## src/rtl/rcd_pkg.sv

```systemverilog
`timescale 1ns/1ps
package rcd_pkg;

    localparam int CODE_W    = 3;
    localparam int MAX_RATIO = 16;
    localparam int CNT_W     = $clog2(MAX_RATIO);

    typedef enum logic [CODE_W-1:0] {
        RC_PASS  = 3'd0,
        RC_DIV2  = 3'd1,
        RC_DIV3  = 3'd2,
        RC_DIV4  = 3'd3,
        RC_DIV5  = 3'd4,
        RC_DIV6  = 3'd5,
        RC_DIV8  = 3'd6,
        RC_DIV16 = 3'd7
    } ratio_code_e;

    // Division factor for a code; the pass-through code counts as 1.
    function automatic logic [CNT_W:0] ratio_of(input logic [CODE_W-1:0] code);
        logic [CNT_W:0] n;
        case (ratio_code_e'(code))
            RC_PASS:  n = (CNT_W+1)'(1);
            RC_DIV2:  n = (CNT_W+1)'(2);
            RC_DIV3:  n = (CNT_W+1)'(3);
            RC_DIV4:  n = (CNT_W+1)'(4);
            RC_DIV5:  n = (CNT_W+1)'(5);
            RC_DIV6:  n = (CNT_W+1)'(6);
            RC_DIV8:  n = (CNT_W+1)'(8);
            default:  n = (CNT_W+1)'(16);
        endcase
        return n;
    endfunction

    function automatic logic is_odd_code(input logic [CODE_W-1:0] code);
        return (code == RC_DIV3) || (code == RC_DIV5);
    endfunction

    typedef struct packed {
        logic [CNT_W-1:0]  cnt;
        logic [CODE_W-1:0] code;
        logic              en;
        logic              run;
        logic              pos;
    } phase_state_t;

    typedef struct packed {
        logic neg;
        logic en_n;
    } half_state_t;

endpackage

```

## src/rtl/rcd_phase_counter.sv

```systemverilog
`timescale 1ns/1ps
module rcd_phase_counter
    import rcd_pkg::*;
#(
    parameter logic [CODE_W-1:0] DEF_CODE = RC_DIV4
) (
    input  logic              clk_i,
    input  logic              rst_i,
    input  logic [CODE_W-1:0] code_i,
    input  logic              oe_i,
    output logic [CODE_W-1:0] code_o,
    output logic              en_o,
    output logic              run_o,
    output logic              pos_o
);

    phase_state_t st_d, st_q;
    logic [CNT_W:0] n_cur;
    logic [CNT_W:0] n_new;
    logic           period_end;

    always_comb begin
        st_d       = st_q;
        n_cur      = ratio_of(st_q.code);
        period_end = ({1'b0, st_q.cnt} == (n_cur - 1'b1));
        if (!st_q.run || period_end) begin
            // Period boundary: sample the new code and enable here only.
            st_d.cnt  = '0;
            st_d.code = code_i;
            st_d.en   = oe_i;
        end else begin
            st_d.cnt  = st_q.cnt + 1'b1;
        end
        st_d.run = 1'b1;
        n_new    = ratio_of(st_d.code);
        // Rising-edge phase: high for floor(N/2) cycles from the period start.
        st_d.pos = ({1'b0, st_d.cnt} < (n_new >> 1));
    end

    always_ff @(posedge clk_i or posedge rst_i) begin
        if (rst_i) begin
            st_q.cnt  <= '0;
            st_q.code <= DEF_CODE;
            st_q.en   <= 1'b1;
            st_q.run  <= 1'b0;
            st_q.pos  <= 1'b0;
        end else begin
            st_q <= st_d;
        end
    end

    assign code_o = st_q.code;
    assign en_o   = st_q.en;
    assign run_o  = st_q.run;
    assign pos_o  = st_q.pos;

    a_r6_code_held_mid_period: assert property (@(posedge clk_i) disable iff (rst_i)
        (st_q.run && st_q.cnt != '0) |-> $stable(st_q.code));

    a_r7_enable_held_mid_period: assert property (@(posedge clk_i) disable iff (rst_i)
        (st_q.run && st_q.cnt != '0) |-> $stable(st_q.en));

    a_r1_count_in_range: assert property (@(posedge clk_i) disable iff (rst_i)
        st_q.run |-> ({1'b0, st_q.cnt} < ratio_of(st_q.code)));

    a_r9_valid_sticky: assert property (@(posedge clk_i) disable iff (rst_i)
        st_q.run |=> st_q.run);

endmodule

```

## src/rtl/rcd_half_shift.sv

```systemverilog
`timescale 1ns/1ps
module rcd_half_shift
    import rcd_pkg::*;
(
    input  logic clk_i,
    input  logic rst_i,
    input  logic pos_i,
    input  logic en_i,
    output logic neg_o,
    output logic en_n_o
);

    half_state_t hs_d, hs_q;

    always_comb begin
        hs_d      = hs_q;
        hs_d.neg  = pos_i;
        hs_d.en_n = en_i;
    end

    // Falling-edge copies: stretch odd high phases by half a cycle and
    // retime the pass-through gate into the low phase of the input clock.
    always_ff @(negedge clk_i or posedge rst_i) begin
        if (rst_i) begin
            hs_q.neg  <= 1'b0;
            hs_q.en_n <= 1'b1;
        end else begin
            hs_q <= hs_d;
        end
    end

    assign neg_o  = hs_q.neg;
    assign en_n_o = hs_q.en_n;

endmodule

```

## src/rtl/rcd_out_stage.sv

```systemverilog
`timescale 1ns/1ps
module rcd_out_stage
    import rcd_pkg::*;
(
    input  logic              clk_i,
    input  logic              rst_i,
    input  logic [CODE_W-1:0] code_i,
    input  logic              pos_i,
    input  logic              neg_i,
    input  logic              en_i,
    input  logic              en_n_i,
    output logic              clk_o,
    output logic              clk_n_o,
    output logic              drive_en_o
);

    logic bypass;
    logic odd;
    logic div_raw;
    logic core;
    logic drv;

    always_comb begin
        bypass  = (code_i == RC_PASS);
        odd     = is_odd_code(code_i);
        div_raw = pos_i | (odd & neg_i);
        drv     = bypass ? en_n_i : en_i;
        core    = bypass ? clk_i : div_raw;
        clk_o   = drv & core;
        clk_n_o = ~clk_o;
        drive_en_o = drv;
    end

    a_r3_pass_follows_clock: assert property (@(negedge clk_i) disable iff (rst_i)
        (code_i == RC_PASS && en_n_i) |-> clk_o);

    a_r7_parked_when_off: assert property (@(negedge clk_i) disable iff (rst_i)
        !drive_en_o |-> (!clk_o && clk_n_o));

endmodule

```

## src/rtl/ratio_clk_divider.sv

```systemverilog
`timescale 1ns/1ps
module ratio_clk_divider
    import rcd_pkg::*;
#(
    parameter logic [CODE_W-1:0] DEF_CODE = RC_DIV4
) (
    input  logic              clk_i,
    input  logic              rst_i,
    input  logic              oe_i,
    input  logic [CODE_W-1:0] ratio_i,
    output logic              clk_o,
    output logic              clk_n_o,
    output logic              drive_en_o,
    output logic              valid_o
);

    logic [CODE_W-1:0] code_q;
    logic              en_q;
    logic              run_q;
    logic              pos_q;
    logic              neg_q;
    logic              en_n_q;

    rcd_phase_counter #(
        .DEF_CODE (DEF_CODE)
    ) u_phase (
        .clk_i  (clk_i),
        .rst_i  (rst_i),
        .code_i (ratio_i),
        .oe_i   (oe_i),
        .code_o (code_q),
        .en_o   (en_q),
        .run_o  (run_q),
        .pos_o  (pos_q)
    );

    rcd_half_shift u_half (
        .clk_i  (clk_i),
        .rst_i  (rst_i),
        .pos_i  (pos_q),
        .en_i   (en_q),
        .neg_o  (neg_q),
        .en_n_o (en_n_q)
    );

    rcd_out_stage u_out (
        .clk_i      (clk_i),
        .rst_i      (rst_i),
        .code_i     (code_q),
        .pos_i      (pos_q),
        .neg_i      (neg_q),
        .en_i       (en_q),
        .en_n_i     (en_n_q),
        .clk_o      (clk_o),
        .clk_n_o    (clk_n_o),
        .drive_en_o (drive_en_o)
    );

    assign valid_o = run_q;

endmodule

```

## config.mk

```make
export PLATFORM = sky130hd
export DESIGN_NAME = ratio_clk_divider
export DESIGN_NICKNAME = d
export VERILOG_FILES = /design/src/rtl/rcd_pkg.sv /design/src/rtl/rcd_phase_counter.sv /design/src/rtl/rcd_half_shift.sv /design/src/rtl/rcd_out_stage.sv /design/src/rtl/ratio_clk_divider.sv
export SDC_FILE = /design/constraint.sdc
export NUM_CORES = 1
export LEC_CHECK = 0
export ABC_AREA = 1
export BUFFER_PORTS_ARGS = -buffer_cell sky130_fd_sc_hd__buf_4
export CAP_MARGIN = 15
export CORE_MARGIN = 3
export CORE_UTILIZATION = 43
export CTS_CLUSTER_DIAMETER = 30
export DETAILED_ROUTE_END_ITERATION = 10
export PLACE_DENSITY = 0.73
export SYNTH_ARGS = -nofsm -noshare
export SYNTH_HDL_FRONTEND = slang
export SYNTH_SLANG_ARGS = --single-unit
```

## constraint.sdc

```tcl
create_clock -name clk_i -period 2.8 [get_ports clk_i]
set_clock_uncertainty 0.15 [all_clocks]
set_input_delay 0.14 -clock clk_i [delete_from_list [all_inputs] [get_ports clk_i]]
set_output_delay 0.14 -clock clk_i [all_outputs]
set_load 0.02 [all_outputs]
```

* Yosys cells after proc, flatten, opt, wreduce, memory -nomap -nowiden
Cells that the tools add are included.
** Cells by class
- Equality and inequality tests :: 13
- Add/sub/neg operators :: 2
- Reductions and logical operators :: 5
- Mux-type cells :: 6
- Bitwise logic cells :: 4
- Magnitude comparators :: 1
** Operators by type and width (count)
- case mux 5 bit (7 select lines) :: 2
- equality test 3 bit (second input constant) :: 6
- equality test 3 x 2 -> 1 bit (second input constant) :: 4
- 2-to-1 mux 4 bit :: 2
- equality test 3 x 1 -> 1 bit (second input constant) :: 2
- zero test 3 bit :: 2
- equality test 4 x 5 -> 1 bit :: 1
- subtractor 5 x 1 -> 5 bit (second input constant) :: 1
- adder 4 x 1 -> 4 bit (second input constant) :: 1
- < comparator 4 bit :: 1
- AND 1 bit :: 2
- logical OR 1 bit :: 2
- 2-to-1 mux 1 bit :: 2
- zero test 1 bit :: 1
- inverter 1 bit :: 1
- OR 1 bit :: 1
** Word-level totals
- Word-level logic and storage cells :: 38
- Output and inout bits :: 4
- Input bits :: 6
- Flip-flop bits (word level) :: 12

* Longest topological paths before layout
Gate-level depths: netlist (run 1).
- Word-level depth :: 9
- Gate-level depth with buffers :: 21
- Depth with buffers taken out :: 20

* Cells and area by module
From an unflattened synthesis (run 1), not the netlist that was laid out.
** Second synthesis, totals
- Cells, all modules :: 116
- Area total of the unflattened synthesis :: 850.8 um2
** By module, submodules not included
- rcd_phase_counter :: seq. area each 254.0 um2, area an instance 656.9 um2, cells an instance 82, instances 1
- rcd_out_stage :: seq. area each 0.0 um2, area an instance 135.1 um2, cells an instance 30, instances 1
- rcd_half_shift :: seq. area each 51.3 um2, area an instance 58.8 um2, cells an instance 4, instances 1

==> results of run 1 <==
-- Yosys cell counts (2+ instances only) --
| cell type | n |
|---|---|
| dfstp_2 | 4 |
| nand2_4 | 4 |
| nor2_4 | 2 |
| dfrtp_1 | 7 |
| inv_2 | 2 |
| ha_1 | 5 |
| nand4_1 | 2 |
| inv_1 | 19 |
| nand3_1 | 7 |
| nand2_1 | 20 |
| o21ai_0 | 4 |
| nand2_2 | 9 |
| buf_6 | 2 |
| nor2_1 | 9 |
-- power by group through the flow --
stage,sequential [W],clock (W),combinational (W)
floorplan,0.000261,0.0000353,0.000344
global placement,0.000276,0.0000559,0.000407
detailed placement,0.000279,0.0000559,0.000427
CTS,0.000274,0.000280,0.000458
global route,0.000283,0.000306,0.000563
finish,0.000277,0.000283,0.000507
-- sequential cells by signal (all words and copies together), names as in the netlist --
name / cells
u_phase.code_o: 3
u_phase.st_q: 4
u_phase.pos_o: 1
u_half.en_n_o: 1
u_half.neg_o: 1
u_phase.en_o: 1
u_phase.run_o: 1
-- kinds of logic (layout without fill, tap and decap cells) --
logic type      after synthesis  in the layout  synth area share
simple gates                 55             55            0.3546
flops                        12             12            0.3546
other cells                   1              1          0.004356
compound gates                9              9           0.07559
fa+ha+maj                     5              5           0.07267
buf+inv                      23             55            0.1177
xor+xnor                      2              2           0.02035
-- worst max-delay path, stage by stage (launching register included) --
cell     delay, ns
dfstp_2       0.50
nand2_1       0.05
o21a_1        0.14
nor2_2        0.12
nand2_2       0.08
buf_6         0.12
inv_2         0.04
buf_6         0.10
-- per-layer routing --
layer,vias to the layer above,share of wire,global-route usage
li1,388,-,-
met1,372,0.43,0.1803
met2,27,0.52,0.2783
met3,8,0.028,0.05045
met4,0,0.023,0.1794
met5,-,0,0
-- what timing repair did --
| action | CTS | global route |
|---|---|---|
| resized for setup | 5 | 14 |
| setup endpoints to repair | 5 | 5 |
| setup buffers | 3 | 4 |
| hold buffers | 2 | 0 |
| pin swaps | 3 | 9 |
| endpoints found under the hold margin | 8 | 0 |
-- metrics by stage --
step	power (W)	cells
CTS	0.001011	160
finish	0.001067	164
global route	0.001153	164
detailed placement	0.0007618	145
global placement	0.0007383	145
floorplan	0.0006406	107
-- cell type report --
class / count / share of cell area
multi-input combinational: 72 / 0.4135
timing repair buffer: 22 / 0.1517
clock inverter: 4 / 0.01282
inverter: 19 / 0.06090
clock buffer: 10 / 0.07372
tap: 25 / 0.02671
sequential: 12 / 0.2607
-- worst max path at each step --
| stage | end | cells past startpoint | startpoint |
|---|---|---|---|
| floorplan | clk_o | 5 | u_half.en_n_o |
| global placement | u_phase.pos_o | 20 | u_phase.code_o[0] |
| detailed placement | u_phase.pos_o | 20 | u_phase.code_o[0] |
| CTS | clk_o | 7 | u_half.en_n_o |
| global route | clk_o | 7 | u_half.en_n_o |
| finish | clk_o | 7 | u_half.en_n_o |
==> run_results.csv, run 1 <==
group,metric,value,unit
synth,ys_seq_area_frac,0.3547,
timing,fin_tns_setup,-0.9668,ns
place,hpwlAfterDp,1333,um
hold_path,hp-class,"input pin to register",
critical_path,ff2ff_path_depth,17,
power,internal-power,0.0006118,W
place,dp_slack,0.005997,ns
final_layout,fin_util,0.6500,
global_route,grt_max_degree,13,
critical_path,r2r-end,"u_phase.pos_o",
routing,vias,795,
power,p_seq_frac,0.260,
final_layout,regArea,305.3,sq um
final_layout,final_area,0.001171,sq mm
floorplanning,start_util,0.4778,
outcome,violations,"setup timing",
power,power_frac_comb,0.475,
floorplanning,io_pins,10,
critical_path,cp-end-kind,"output pin",
outcome,status,"finished with violations",
routing,wl,1936,um
synth,netlist_top_cells_area,"dfrtp_1 (20%), dfstp_2 (12%), nand2_1 (8.7%)",
final_layout,nets,151,
global_route,grt_use_total,0.1763,
hold_path,worstHoldEndpoint,"u_phase.code_o[0]",
final_layout,antennaDiodeCount,0,
job,max-cap-violations,0,
synth,synth-main-ff-cell,"dfrtp_1",
timing,hold_viol,0,
hold_path,whs_path_depth,4,
floorplanning,coreArea,0.001802,sq mm
final_layout,syn_to_final_growth,36.05,%
cts,clock_latency,0.28,ns
synth,synth_edf_count,0,
critical_path,crit_required,2.51,ns
timing,finalMaxSlewViolations,0,
routing,first_pass_iters,4,
critical_path,r2r-start,"u_phase.code_o[1]",
synth,yosysTopAreaCell,"dfrtp_1",
final_layout,drive_above_1_share,0.4604,
routing,drtAntennaViolNets,0,
timing,rsz0062_at_grt,"yes",
power,p_leak,0.6130,nW
synth,synth.net_count,118,
synth,ys_async_sr_fraction,1.000,
critical_path,reg2reg_setup_slack,0.06,ns
routing,post_drt_wl_per_cell,11.80,um
place,placed_cell_area,982.2,sq um
synth,ys_ff_latch,12,
power,p_sw_frac,0.4266,
global_route,gr-total-overflow,0,
synth,yosysTopAreaCellShare,0.2035,
floorplanning,dieArea,0.002575,sq mm
routing,drt_iter0_markers,24,
place,gp_congestion,0.6976,
critical_path,start_kind,"register",
global_route,grt_pass1_wl,3236,um
synth,synth_cells,107,
power,power-per-cell-area,911.0,mW/mm^2
global_route,antenna_found_initial,0,
timing,setup_ws,-0.3827,ns
power,p_switching,0.0004551,W
final_layout,n_fill_cell,150,
place,io_buffers,9,
routing,drc_errors,0,
synth,netlist_area,860.8,sq um
routing,viasPerCell,4.848,
final_layout,multi_input_area,484.2,sq um
timing,finalSetupViolCount,4,
floorplanning,rows,15,
cts,cts_tree,"built",
critical_path,worstSetupPathType,"register to output pin",
critical_path,cp.arrival,2.89,ns
synth,yosysWarnings,0,
floorplanning,chipWidth,50.74,um
floorplanning,die_y,50.74,um
critical_path,worstPathMaxFanout,2,
synth,synth_cell_types,25,
hold_path,holdCritStartpoint,"ratio_i[0]",
synth,avgSynthCellArea,8.045,sq um
final_layout,final_cell_mix,"nand2_1 (18), buf_4 (18), inv_1 (16)",
power,max-vdd-ir-drop,522.5,uV
power,clockPowerShare,0.265,
timing,fin_worst_hold_slack,0.04980,ns
global_route,first_global_vias,834,
cts,cts.clk_slew.worst_paths,0.08,ns
Power figures use the tool's default switching activity.
==> run 2: changes to the inputs <==
--- a/config.mk
+++ b/config.mk
@@ -5,14 +5,13 @@
 export SDC_FILE = /design/constraint.sdc
 export NUM_CORES = 1
 export LEC_CHECK = 0
-export ABC_AREA = 1
-export BUFFER_PORTS_ARGS = -buffer_cell sky130_fd_sc_hd__buf_4
 export CAP_MARGIN = 15
 export CORE_MARGIN = 3
 export CORE_UTILIZATION = 43
 export CTS_CLUSTER_DIAMETER = 30
 export DETAILED_ROUTE_END_ITERATION = 10
-export PLACE_DENSITY = 0.73
+export DONT_BUFFER_PORTS = 1
+export PLACE_DENSITY = 0.69
 export SYNTH_ARGS = -nofsm -noshare
 export SYNTH_HDL_FRONTEND = slang
 export SYNTH_SLANG_ARGS = --single-unit
==> run_results.csv, run 2 <==
group,metric,value,unit
outcome,status,"finished with violations",
outcome,violations,"setup timing",
final_layout,layout_commonest_cell,"buf_4",
critical_path,worstSetupPathType,"register to output pin",
power,max-vdd-ir-drop,777.2,uV
routing,post_drt_wl_per_cell,15.01,um
critical_path,ff2ff_path_depth,12,
critical_path,critPathCapture,"clk_o",
place,gp_congestion,0.8244,
critical_path,cp-startpoint,"u_half.en_n_o",
critical_path,cpPeakStageDelay,0.51,ns
power,p_switching,0.0006952,W
floorplanning,dieArea,0.002442,sq mm
critical_path,r2r-start,"u_phase.code_o[0]",
power,clockPowerShare,0.197,
routing,drc_errors,0,
critical_path,r2r-end,"u_phase.pos_o",
place,placed_cell_area,893.4,sq um
synth,yosysMostFrequentCell,"nor2_1",
critical_path,cpMaxStageDelayCell,"dfstp_2",
cts,cts.clk_slew.worst_paths,0.08,ns
final_layout,antennaDiodeCount,0,
critical_path,crit_chain,"nand3b_1 > o21ai_2 > clkbuf_8 > o21a_4",
synth,avgSynthCellArea,9.652,sq um
global_route,gr-total-overflow,0,
critical_path,reg2reg_setup_slack,-0.19,ns
synth,ys_ff_latch,12,
timing,finalSetupViolCount,5,
floorplanning,die_y,49.42,um
place,dp_slack,-0.2456,ns
timing,fin_tns_setup,-0.9697,ns
synth,netlist_area,810.8,sq um
power,internal-power,0.0009074,W
synth,yosysWarnings,0,
global_route,grt_max_degree,13,
final_layout,drive_above_1_share,0.4144,
global_route,first_global_vias,836,
final_layout,syn_to_final_growth,34.88,%
synth,synth_edf_count,0,
routing,vias,727,
power,p_sw_frac,0.4338,
place,io_buffers,0,
final_layout,final_area,0.001094,sq mm
critical_path,cp.arrival,2.86,ns
synth,synthTopCellsByCount,"nor2_1 (9), dfrtp_1 (7), inv_1 (7), nand2_1 (7), o21ai_0 (6)",
final_layout,regMostFlops,"u_phase.st_q",
synth,synth.net_count,95,
critical_path,worstPathMaxFanout,2,
hold_path,hp-class,"input pin to register",
timing,rsz0062_at_grt,"yes",
final_layout,largest_register_ffs,4,
floorplanning,io_pins,10,
routing,drtAntennaViolNets,0,
power,power-per-cell-area,1465,mW/mm^2
synth,synth-main-ff-cell,"dfrtp_1",
power,p_leak,0.4963,nW
floorplanning,chipWidth,49.42,um
final_layout,final_cell_mix,"buf_4 (15), inv_1 (8), nor2_1 (7), dfrtp_1 (7)",
timing,setup_ws,-0.3537,ns
routing,drt_iter0_markers,12,
synth,yosysTopAreaCellShare,0.2160,
routing,first_pass_iters,4,
timing,worst_pin_slew,0.5320,ns
critical_path,crit_required,2.51,ns
global_route,grt_use_total,0.2049,
place,hpwlAfterDp,1278,um
routing,wl,2041,um
global_route,antenna_found_initial,0,
floorplanning,start_util,0.4645,
final_layout,nets,122,
routing,viasPerCell,5.346,
synth,ys_async_sr_fraction,1.000,
global_route,grt_pass1_wl,3601,um
critical_path,start_kind,"register",
synth,ys_seq_area_frac,0.3765,
synth,synth_cell_types,36,
final_layout,n_fill_cell,134,
synth,synth_cells,84,
job,max-cap-violations,0,
floorplanning,coreArea,0.001745,sq mm
synth,netlist_top_cells_area,"dfrtp_1 (22%), dfstp_2 (13%), ha_1 (7.7%)",
critical_path,cp-end-kind,"output pin",
hold_path,holdCritStartpoint,"ratio_i[0]",
cts,clock_latency,0.28,ns
synth,yosysTopAreaCell,"dfrtp_1",
power,power_frac_comb,0.581,
timing,finalMaxSlewViolations,0,
cts,cts_tree,"built",
timing,hold_viol,0,
power,p_seq_frac,0.222,
floorplanning,rows,15,
timing,slew_headroom,0.6423,
hold_path,whs_path_depth,4,
## run 2: cell types whose count changed after synthesis, moves of 2 or more
cell	before	now
nand4_1	2	0
nand3_1	7	1
nand2_4	4	0
nand2_2	9	0
mux2_2	0	4
o21ai_0	4	6
o211ai_1	0	2
a21oi_1	1	3
nor2_4	2	0
inv_2	2	0
nand2_1	20	7
inv_1	19	7
## run 2: worst min path at each step
stage	to	slack, ns
after global routing	u_phase.run_o	0.14
after CTS	u_phase.pos_o	0.10
final	u_phase.pos_o	0.11
after global placement	u_phase.pos_o	-0.12
after floorplan	u_phase.code_o[2]	-0.15
after detailed placement	u_phase.code_o[2]	-0.12
## run 2: timing repair
item	CTS	global route
setup buffers	2	2
gates resized for setup	11	3
setup endpoints to repair	4	5
hold buffers	5	0
cloned	1	0
pin swaps	1	3
hold endpoints to repair	14	0
## run 2: per-layer routing
| layer | wire length [um] | track usage | part of all wire | vias up |
|---|---|---|---|---|
| li1 | - | - | - | 347 |
| met1 | 886 | 0.2311 | 0.43 | 354 |
| met2 | 999 | 0.3013 | 0.49 | 18 |
| met3 | 69 | 0.06116 | 0.034 | 8 |
| met4 | 86 | 0.1982 | 0.042 | 0 |
| met5 | 0 | 0 | 0 | - |
## run 2: per-stage QoR
stage	utilization	hold slack [ns]	cells	power (W)
floorplan	-	-0.1482	84	0.0009891
global placement	0.5118	-0.1221	117	0.001146
detailed placement	0.5118	-0.1186	117	0.001191
CTS	0.6201	0.1045	136	0.001582
global route	0.6265	0.1391	136	0.001736
finish	0.6265	0.1115	136	0.001603
## run 2: layout make-up
class                      instances  area [sq um]  share of cell area
tap                               25         31.28             0.02860
multi-input combinational         62         498.0              0.4554
clock buffer                       8         62.56             0.05721
timing repair buffer              20         162.7              0.1487
clock inverter                     3         11.26             0.01030
inverter                           6         22.52             0.02059
sequential                        12         305.3              0.2792
## run 2: worst max-delay path, delay by kind of cell, from the launching register on
kind,cells,cell delay [ns]
buffers and inverters,1,0.15
AND/OR/NAND/NOR,1,0.12
AO/OA/AOI/OAI,2,0.35
flip-flops,1,0.51
## run 2: kinds of logic after synthesis
family / synth area share
other cells: 0.004625
mux: 0.06790
simple gates: 0.1466
xor+xnor: 0.04322
buf+inv: 0.08024
flops: 0.3765
fa+ha+maj: 0.07716
compound gates: 0.2037
## run 2: power groups by stage
stage	Combinational (W)	Clock [W]	Sequential [W]
after global placement	0.000746	0.0000595	0.000341
after global routing	0.00102	0.000342	0.000370
after floorplan	0.000608	0.0000595	0.000321
final	0.000931	0.000316	0.000356
after detailed placement	0.000786	0.0000595	0.000346
after CTS	0.000894	0.000337	0.000350
==> run 3: changes to the inputs <==
--- a/config.mk
+++ b/config.mk
@@ -8,6 +8,7 @@
 export CAP_MARGIN = 15
 export CORE_MARGIN = 3
 export CORE_UTILIZATION = 43
+export CTS_BUF_LIST = sky130_fd_sc_hd__clkbuf_4 sky130_fd_sc_hd__clkbuf_8 sky130_fd_sc_hd__clkbuf_16
 export CTS_CLUSTER_DIAMETER = 30
 export DETAILED_ROUTE_END_ITERATION = 10
 export DONT_BUFFER_PORTS = 1
==> run_results.csv, run 3 (synthesis gave the netlist of run 2 again) <==
group,metric,value,unit
outcome,status,"finished with violations",
outcome,violations,"setup timing",
job,max-cap-violations,0,
critical_path,worstPathMaxFanout,2,
timing,finalMaxSlewViolations,0,
routing,drt_iter0_markers,18,
timing,setup_ws,-0.4212,ns
final_layout,multi_input_area,521.8,sq um
floorplanning,chipWidth,49.42,um
final_layout,final_cells,138,
critical_path,crit_chain,"nand3b_1 > o21ai_1 > buf_4 > buf_8 > o21a_4",
place,io_buffers,0,
routing,post_drt_wl_per_cell,16.12,um
routing,vias,772,
cts,cts_tree,"built",
final_layout,regArea,305.3,sq um
timing,slew_headroom,0.6705,
critical_path,cpMaxStageDelayCell,"dfstp_2",
routing,viasPerCell,5.594,
final_layout,fin_util,0.6516,
final_layout,syn_to_final_growth,40.28,%
place,placed_cell_area,893.4,sq um
place,gp_congestion,0.8244,
global_route,grt_pass1_wl,3905,um
critical_path,critPathTopFamily,"flip-flops",
floorplanning,start_util,0.4645,
final_layout,regMostFlops,"u_phase.st_q",
final_layout,n_fill_cell,131,
critical_path,critPathBufInv,2,
critical_path,cp-end-kind,"output pin",
timing,rsz0062_at_grt,"yes",
cts,cts.clk_slew.worst_paths,0.08,ns
global_route,antenna_found_initial,0,
routing,drtAntennaViolNets,0,
routing,drc_errors,0,
floorplanning,io_pins,10,
final_layout,layout_commonest_cell,"buf_4",
cts,clock_latency,0.28,ns
place,dp.cells,117,
critical_path,cpPeakStageDelay,0.52,ns
timing,worst_pin_slew,0.4900,ns
global_route,gr-total-overflow,0,
critical_path,cp.arrival,2.93,ns
global_route,grt_max_degree,13,
place,dp_slack,-0.2456,ns
hold_path,hp-class,"input pin to register",
timing,hold_viol,0,
final_layout,antennaDiodeCount,0,
power,power-per-cell-area,1508,mW/mm^2
final_layout,final_area,0.001137,sq mm
floorplanning,die_y,49.42,um
final_layout,final_cell_mix,"buf_4 (18), inv_1 (7), nor2_1 (7), dfrtp_1 (7)",
final_layout,largest_register_ffs,4,
final_layout,nets,124,
floorplanning,rows,15,
critical_path,start_kind,"register",
floorplanning,coreArea,0.001745,sq mm
routing,first_pass_iters,4,
final_layout,drive_above_1_share,0.4513,
critical_path,crit_required,2.51,ns
power,p_leak,0.5112,nW
floorplanning,dieArea,0.002442,sq mm
timing,finalSetupViolCount,5,
global_route,first_global_vias,861,
global_route,grt_use_total,0.2202,
routing,wl,2225,um
critical_path,worstSetupPathType,"register to output pin",
place,hpwlAfterDp,1278,um
power,max-vdd-ir-drop,819.8,uV
run 3: through the flow:
step / setup TNS [ns] / hold slack (ns) / total power (W)
6_report: -1.124 / 0.1143 / 0.001716
5_1_grt: -1.311 / 0.1395 / 0.001847
4_1_cts: -1.155 / 0.1045 / 0.001642
3_5_place_dp: -0.2816 / -0.1186 / 0.001191
3_3_place_gp: -0.1209 / -0.1221 / 0.001146
2_1_floorplan: -0.1104 / -0.1482 / 0.0009891
run 3: repair_timing:
action / in CTS / in global routing
pin swaps: 4 / 3
endpoints found under the setup margin: 5 / 5
hold buffers: 5 / 0
buffers inserted: 5 / 2
hold endpoints to repair: 14 / 0
cloned: 1 / 0
gates resized for setup: 16 / 7
run 3: worst paths after layout:
path / slack (ns) / startpoint / endpoint / cells past startpoint
setup reg to reg: -0.22 / u_phase.code_o[0] / u_phase.pos_o / 12
max in group asynchronous: 0.79 / rst_i / u_half.en_n_o / 3
min in group asynchronous: 0.14 / rst_i / u_phase.st_q[9] / 3
hold / removal: 0.11 / ratio_i[0] / u_phase.pos_o / 4
setup / recovery: -0.42 / u_half.en_n_o / clk_o / 5
hold reg to reg: 0.41 / u_phase.st_q[6] / u_phase.st_q[6] / 1
run 3: layout make-up:
| type | instances | area share |
|---|---|---|
| Clock buffer | 9 | 0.06601 |
| Sequential cell | 12 | 0.2684 |
| Timing Repair Buffer | 21 | 0.1496 |
| Multi-Input combinational cell | 62 | 0.4587 |
| Inverter | 6 | 0.01980 |
| Tap cell | 25 | 0.02750 |
| Clock inverter | 3 | 0.009901 |
run 3: worst register-to-register path, cell delays in order, from the launching register on:
cell,delay (ns)
dfstp_2,0.58
nor2_2,0.06
mux2i_1,0.22
ha_1,0.28
xnor2_1,0.13
a311o_1,0.34
a22oi_4,0.26
buf_4,0.19
nor2_1,0.08
ha_1,0.23
a211oi_2,0.19
o21ai_1,0.09
o22ai_1,0.15
run 3: power by group:
part	switching (W)	total (W)	internal (W)	leakage (nW)
clock network	0.000163	0.000350	0.000187	0.0655
logic	0.000506	0.00101	0.000500	0.305
registers	0.0000850	0.000359	0.000274	0.141
total	0.000754	0.00172	0.000961	0.511
run 3: routing by layer:
metal / GRT usage / part of all wire / routed length [um] / vias to the layer above
met5: 0 / 0 / 0 / -
met4: 0.1705 / 0.029 / 65 / 0
met3: 0.07339 / 0.053 / 119 / 8
met2: 0.3415 / 0.51 / 1130 / 34
met1: 0.2462 / 0.41 / 909 / 375
li1: - / - / - / 355
